## src/rtl/pgperm_pkg.sv

```systemverilog
package pgperm_pkg;
   typedef enum logic [1:0] {
      ACC_LOAD  = 2'd0,
      ACC_STORE = 2'd1,
      ACC_FETCH = 2'd2
   } acc_e;

   localparam int ERR_W  = 6;
   localparam int E_PRES = 0;
   localparam int E_WR   = 1;
   localparam int E_USR  = 2;
   localparam int E_RSV  = 3;
   localparam int E_INS  = 4;
   localparam int E_KEY  = 5;

   typedef struct packed {
      logic r;
      logic w;
      logic x;
   } rights_t;
endpackage

```

## src/rtl/pgperm_rights.sv

```systemverilog
module pgperm_rights
   import pgperm_pkg::*;
(
   input  logic    pg_user,
   input  logic    pg_write,
   input  logic    pg_nx,
   input  logic    is_user,
   input  logic    sap_on,
   input  logic    wp_on,
   input  logic    smep_on,
   output rights_t base,
   output logic    user_block
);
   logic rd_allow;

   always_comb begin
      user_block = is_user & ~pg_user;
      rd_allow   = ~(sap_on & pg_user);
      base.r     = rd_allow;
      base.w     = rd_allow & (pg_write | ~(is_user | wp_on));
      base.x     = ~pg_nx & (is_user | ~(smep_on & pg_user));
   end
endmodule

```

## src/rtl/pgperm_keychk.sv

```systemverilog
module pgperm_keychk
   import pgperm_pkg::*;
#(
   parameter int KEY_W    = 4,
   parameter bit HAS_KEYS = 1'b1,
   localparam int KRR_W   = 2 * (1 << KEY_W)
) (
   input  logic             pg_user,
   input  logic             is_user,
   input  logic             wp_on,
   input  logic             ukeys_on,
   input  logic             skeys_on,
   input  logic [KEY_W-1:0] pkey,
   input  logic [KRR_W-1:0] ukey_rights,
   input  logic [KRR_W-1:0] skey_rights,
   output rights_t          kmask
);
   generate
      if (HAS_KEYS) begin : g_keys
         logic [KRR_W-1:0] sel;
         logic             ad, wd;
         always_comb begin
            if (pg_user) sel = ukeys_on ? ukey_rights : '0;
            else         sel = skeys_on ? skey_rights : '0;
            ad = sel[{pkey, 1'b0}];
            wd = sel[{pkey, 1'b1}];
            kmask = '{r: 1'b1, w: 1'b1, x: 1'b1};
            if (ad) begin
               kmask.r = 1'b0;
               kmask.w = 1'b0;
            end else if (wd && (is_user || wp_on)) begin
               kmask.w = 1'b0;
            end
         end
      end else begin : g_nokeys
         logic unused;
         always_comb begin
            unused = ^{pg_user, is_user, wp_on, ukeys_on, skeys_on, pkey,
                       ukey_rights, skey_rights};
            kmask  = '{r: 1'b1, w: 1'b1, x: 1'b1};
         end
      end
   endgenerate
endmodule

```

## src/rtl/pgperm_fault.sv

```systemverilog
module pgperm_fault
   import pgperm_pkg::*;
(
   input  logic             rsvd_hit,
   input  logic             user_block,
   input  rights_t          base,
   input  rights_t          kmask,
   input  logic [1:0]       acc,
   input  logic             is_user,
   input  logic             nxe_on,
   input  logic             smep_on,
   input  logic             leaf_dirty,
   output rights_t          grant,
   output logic             fault,
   output logic [ERR_W-1:0] err,
   output logic             set_acc,
   output logic             set_dirty
);
   logic    is_store, is_fetch, key_need, prot_need;
   rights_t merged;

   always_comb begin
      is_store = (acc == ACC_STORE);
      is_fetch = (acc == ACC_FETCH);
      merged   = base & kmask;
      key_need  = is_store ? kmask.w  : (is_fetch ? kmask.x  : kmask.r);
      prot_need = is_store ? merged.w : (is_fetch ? merged.x : merged.r);

      err       = '0;
      fault     = 1'b1;
      grant     = '0;
      set_acc   = 1'b0;
      set_dirty = 1'b0;
      if (rsvd_hit) begin
         err[E_RSV] = 1'b1;
      end else if (user_block) begin
         err[E_PRES] = 1'b1;
      end else if (!key_need) begin
         err[E_PRES] = 1'b1;
         err[E_KEY]  = 1'b1;
      end else if (!prot_need) begin
         err[E_PRES] = 1'b1;
      end else begin
         fault     = 1'b0;
         grant     = merged;
         set_acc   = 1'b1;
         set_dirty = is_store;
         if (!is_store && !leaf_dirty) grant.w = 1'b0;
      end
      if (fault) begin
         err[E_USR] = is_user;
         err[E_WR]  = is_store;
         err[E_INS] = is_fetch & (nxe_on | smep_on);
      end
   end
endmodule

```

## src/rtl/pgperm_top.sv

```systemverilog
module pgperm_top
   import pgperm_pkg::*;
#(
   parameter int KEY_W    = 4,
   parameter bit HAS_KEYS = 1'b1,
   localparam int KRR_W   = 2 * (1 << KEY_W)
) (
   input  logic             clk,
   input  logic             rst_n,
   input  logic             in_valid,
   input  logic             leaf_user,
   input  logic             leaf_write,
   input  logic             leaf_nx,
   input  logic             leaf_dirty,
   input  logic             rsvd_hit,
   input  logic [KEY_W-1:0] pkey,
   input  logic             is_user,
   input  logic [1:0]       acc,
   input  logic             wp_on,
   input  logic             nxe_on,
   input  logic             smep_on,
   input  logic             sap_on,
   input  logic             ukeys_on,
   input  logic             skeys_on,
   input  logic [KRR_W-1:0] ukey_rights,
   input  logic [KRR_W-1:0] skey_rights,
   output logic             out_valid,
   output logic             rd_ok,
   output logic             wr_ok,
   output logic             ex_ok,
   output logic             fault,
   output logic [ERR_W-1:0] err_code,
   output logic             set_acc,
   output logic             set_dirty
);
   if (KEY_W < 1 || KEY_W > 6) begin : g_bad_key_w
      $error("pgperm_top: KEY_W out of range");
   end

   rights_t          base, kmask, grant;
   logic             user_block, f_c, sa_c, sd_c;
   logic [ERR_W-1:0] err_c;

   pgperm_rights u_rights (
      .pg_user(leaf_user), .pg_write(leaf_write), .pg_nx(leaf_nx),
      .is_user(is_user), .sap_on(sap_on), .wp_on(wp_on), .smep_on(smep_on),
      .base(base), .user_block(user_block)
   );

   pgperm_keychk #(.KEY_W(KEY_W), .HAS_KEYS(HAS_KEYS)) u_key (
      .pg_user(leaf_user), .is_user(is_user), .wp_on(wp_on),
      .ukeys_on(ukeys_on), .skeys_on(skeys_on), .pkey(pkey),
      .ukey_rights(ukey_rights), .skey_rights(skey_rights), .kmask(kmask)
   );

   pgperm_fault u_fault (
      .rsvd_hit(rsvd_hit), .user_block(user_block), .base(base), .kmask(kmask),
      .acc(acc), .is_user(is_user), .nxe_on(nxe_on), .smep_on(smep_on),
      .leaf_dirty(leaf_dirty), .grant(grant), .fault(f_c), .err(err_c),
      .set_acc(sa_c), .set_dirty(sd_c)
   );

   always_ff @(posedge clk) begin
      if (!rst_n) begin
         out_valid <= 1'b0;
         rd_ok     <= 1'b0;
         wr_ok     <= 1'b0;
         ex_ok     <= 1'b0;
         fault     <= 1'b0;
         err_code  <= '0;
         set_acc   <= 1'b0;
         set_dirty <= 1'b0;
      end else begin
         out_valid <= in_valid;
         if (in_valid) begin
            rd_ok     <= grant.r;
            wr_ok     <= grant.w;
            ex_ok     <= grant.x;
            fault     <= f_c;
            err_code  <= err_c;
            set_acc   <= sa_c;
            set_dirty <= sd_c;
         end
      end
   end

   a_r1_valid_follows: assert property (@(posedge clk) disable iff (!rst_n)
      in_valid |=> out_valid);
   a_r12_fault_no_rights: assert property (@(posedge clk) disable iff (!rst_n)
      fault |-> !(rd_ok || wr_ok || ex_ok || set_acc || set_dirty));
   a_r12_clean_code: assert property (@(posedge clk) disable iff (!rst_n)
      !fault |-> err_code == '0);
   a_r9_key_has_pres: assert property (@(posedge clk) disable iff (!rst_n)
      err_code[E_KEY] |-> err_code[E_PRES]);
   a_r2_rsvd_alone: assert property (@(posedge clk) disable iff (!rst_n)
      err_code[E_RSV] |-> !err_code[E_PRES] && !err_code[E_KEY]);
   a_r11_dirty_store: assert property (@(posedge clk) disable iff (!rst_n)
      set_dirty |-> set_acc && wr_ok && !fault);
endmodule

```

## config.mk

```make
export PLATFORM = sky130hd
export DESIGN_NAME = pgperm_top
export DESIGN_NICKNAME = d
export VERILOG_FILES = /design/src/rtl/pgperm_pkg.sv /design/src/rtl/pgperm_rights.sv /design/src/rtl/pgperm_keychk.sv /design/src/rtl/pgperm_fault.sv /design/src/rtl/pgperm_top.sv
export SDC_FILE = /design/constraint.sdc
export NUM_CORES = 1
export LEC_CHECK = 0
export BUFFER_PORTS_ARGS = -buffer_cell sky130_fd_sc_hd__buf_2
export CORE_ASPECT_RATIO = 0.6
export CORE_UTILIZATION = 28
export DETAILED_ROUTE_END_ITERATION = 16
export GPL_TIMING_DRIVEN = 0
export HOLD_SLACK_MARGIN = 0.05
export PLACE_DENSITY = 0.64
export SYNTH_ARGS = -nofsm -noshare
export SYNTH_HDL_FRONTEND = slang
export SYNTH_HIERARCHICAL = 1
export SYNTH_SLANG_ARGS = --single-unit
export TNS_END_PERCENT = 100
```

## constraint.sdc

```tcl
create_clock -name clk -period 2.8 [get_ports clk]
set_input_delay 0.84 -clock clk [delete_from_list [all_inputs] [get_ports clk]]
set_output_delay 0.84 -clock clk [all_outputs]
set_load 0.005 [all_outputs]
```

==> metrics <==
leak pwr=around 0.0010 uW; multi-input logic area=1030 um^2; CTS H-tree lvls=1; kind of critical path=in -> reg; Final Hold Viols=0; antenna diode count=0; Async SR Flop Fraction=0%; Peak VDD IR=approximately 0.14 mV; Synth Register Bits=13; Seq/Total Area, Yosys=roughly a fifth; register area=260 um^2; ranking of synthesized cells by area=dfxtp_1, mux4_2, mux2i_1; relative slew slack=66.2%; Filler cells=450; Cell Rows=19; CTS clk-pin slew, worst paths=50 ps; Ys Warns=6; Layout Cells excl Fill=about 290; Fin Hold WS=513 ps; setup violators final=8; RSZ-0062 raised after global routing=yes; share of layout cells above drive strength 1=61.7%; die height=between 50 and 60 um; Remaining DRCs=0; HP Class=reg -> reg; cell with the most instances after synthesis=mux2i_1; nets@finish=around 320; Post-Place Cell Area=approximately 1900 um^2; Mapped Nets=210; worst r2r path cells=2; Die ar.=5070 um^2; CTS tree=done; Final Critical Period=between 2000 and 3000 ps; largest net degree at the start of global routing=11; CTS max path bufs=2; Max Cap Viol=0; Primary FF master, synth=dfxtp_1; PwrDens=between 300 and 400 nW/um^2; count of different cell masters after synthesis=33; Initial Util=between 20% and 30%; fin crit share=102%; critical path arrival=roughly 3000 ps; post-route cell area=approximately 2100 um^2; hold depth=2; Hold-fix buffers, CTS=0; vias per inst=4.82; Slew @ Worst Pin=around 500 ps; top cells by count, synth=mux2i_1, dfxtp_1, nor2b_1; status=finished, violations left; number of global-route vias before repair=roughly 1,400; final clock skew=0 ps; initial antenna violation count=0; clock tree sinks=13; Syn Area/Cell=10.7 um^2; routed length per instance=between 10 and 15 um; Final Max Slew Viols=0; GRT overflow=0; Final Core Density=a little under half; CTS Buf Count=3; Detail Route Antenna Nets=0; failing checks=setup timing; chip width=around 91 um; # port buffers=94; setup ws final=-55.9 ps; drt total wl=4350 um; post-synthesis cell count=125; crit-path max FO=6; core box area=4590 um^2; DR pass1 iterations=4; worst skew pair latency=approximately 250 ps; critical path launch point type=input pin; initial drt markers=45; Layout area overhead=56.2%; first-pass GRT wire length=about 6700 um; vias=1,413; Placed Cells=about 280; Req. time, crit path=about 3000 ps; global-route usage over all layers=between 15 and 20%; Max Freq=about 350 MHz; top cell type by total area after synthesis=dfxtp_1; number of flops mapped to enable cells by yosys=0; endpoint class of the critical path=flop; GP Congestion=0.834; I/O pin count=98; CTS root buffer=clkbuf_8; mapped cell area=about 1300 um^2; post-synth top area share=between 10% and 20%; hpwl dp=between 3000 and 4000 um
## metal layers
layer	vias up	wire [um]	track usage, %
met3	8	113	3.31
met2	27	2120	28.2
met5	-	0	0
li1	686	-	-
met1	692	2050	23.9
met4	0	59	4.31
## critical path: stages
cell and delay, ps:
buf_12 80, buf_12 110, mux4_2 510, mux2i_1 210, mux2i_1 120, o211ai_2 170, o41a_2 180, nand4b_1 150
o211a_1 210, buf_4 150, nor3_2 110, mux2i_1 90, nor2b_1 100
## stage by stage
step / worst slack, ps / TNS (ps) / power [uW]
2_1_floorplan: -28.4 / -110 / 341
3_3_place_gp: -598 / -5580 / 430
3_5_place_dp: -659 / -6000 / 435
4_1_cts: -88.3 / -250 / 622
5_1_grt: -155 / -1200 / 673
6_report: -55.9 / -261 / 637
## report_power, final
group | switching, uW | total (uW) | internal, uW
registers | 3.86 | 197 | 193
clock network | 69.4 | 170 | 101
logic | 113 | 270 | 157
## final cells by class
| class | instances | share of cell area [%] |
|---|---|---|
| timing repair buffer | 102 | 26.6 |
| clock buffer | 4 | 2.15 |
| tap | 63 | 3.77 |
| buffer | 11 | 5.21 |
| inverter | 4 | 0.718 |
| sequential | 13 | 12.4 |
| multi-input combinational | 96 | 49.1 |
## cell usage in the layout, fill, tap and decap left out, types with 4 or more instances in the layout
cell type  netlist  routed
mux4_2          11      11
nand3_1          4       4
buf_6            4       5
inv_1            4       4
buf_4            4      10
nor2_1           8       6
mux2i_1         24      24
dfxtp_1         13      13
mux4_1           4       4
nor2b_1         13      13
buf_2            2      94
## kinds of logic (layout without fill, tap and decap cells)
group | after synthesis | in the layout | share of synthesized area (%)
other | 1 | 1 | 0.280
buffers and inverters | 16 | 121 | 9.25
flip-flops | 13 | 13 | 19.4
AND/OR/NAND/NOR | 41 | 41 | 17.5
multiplexers | 39 | 39 | 44.3
XOR/XNOR | 1 | 1 | 0.654
AO/OA/AOI/OAI | 14 | 14 | 8.60
## flip-flops by register name (all words and copies together), names as in the netlist
signal / flops
wr_ok: 1
ex_ok: 1
rd_ok: 1
out_valid: 1
err_code: 6
fault: 1
set_dirty: 1
set_acc: 1
## repair_timing
item / CTS / global route
setup buffers: 7 / 1
pin swaps: 6 / 5
endpoints found under the setup margin: 11 / 10
gates resized for setup: 11 / 12
## worst paths after layout
path,from,slack (ps),to
max reg2reg,set_dirty,2180,set_dirty
min reg2reg,set_acc,510,set_acc
max,leaf_user,-60,set_acc
min,set_acc,510,set_acc
Note: power is estimated with default switching activity, not from simulation.
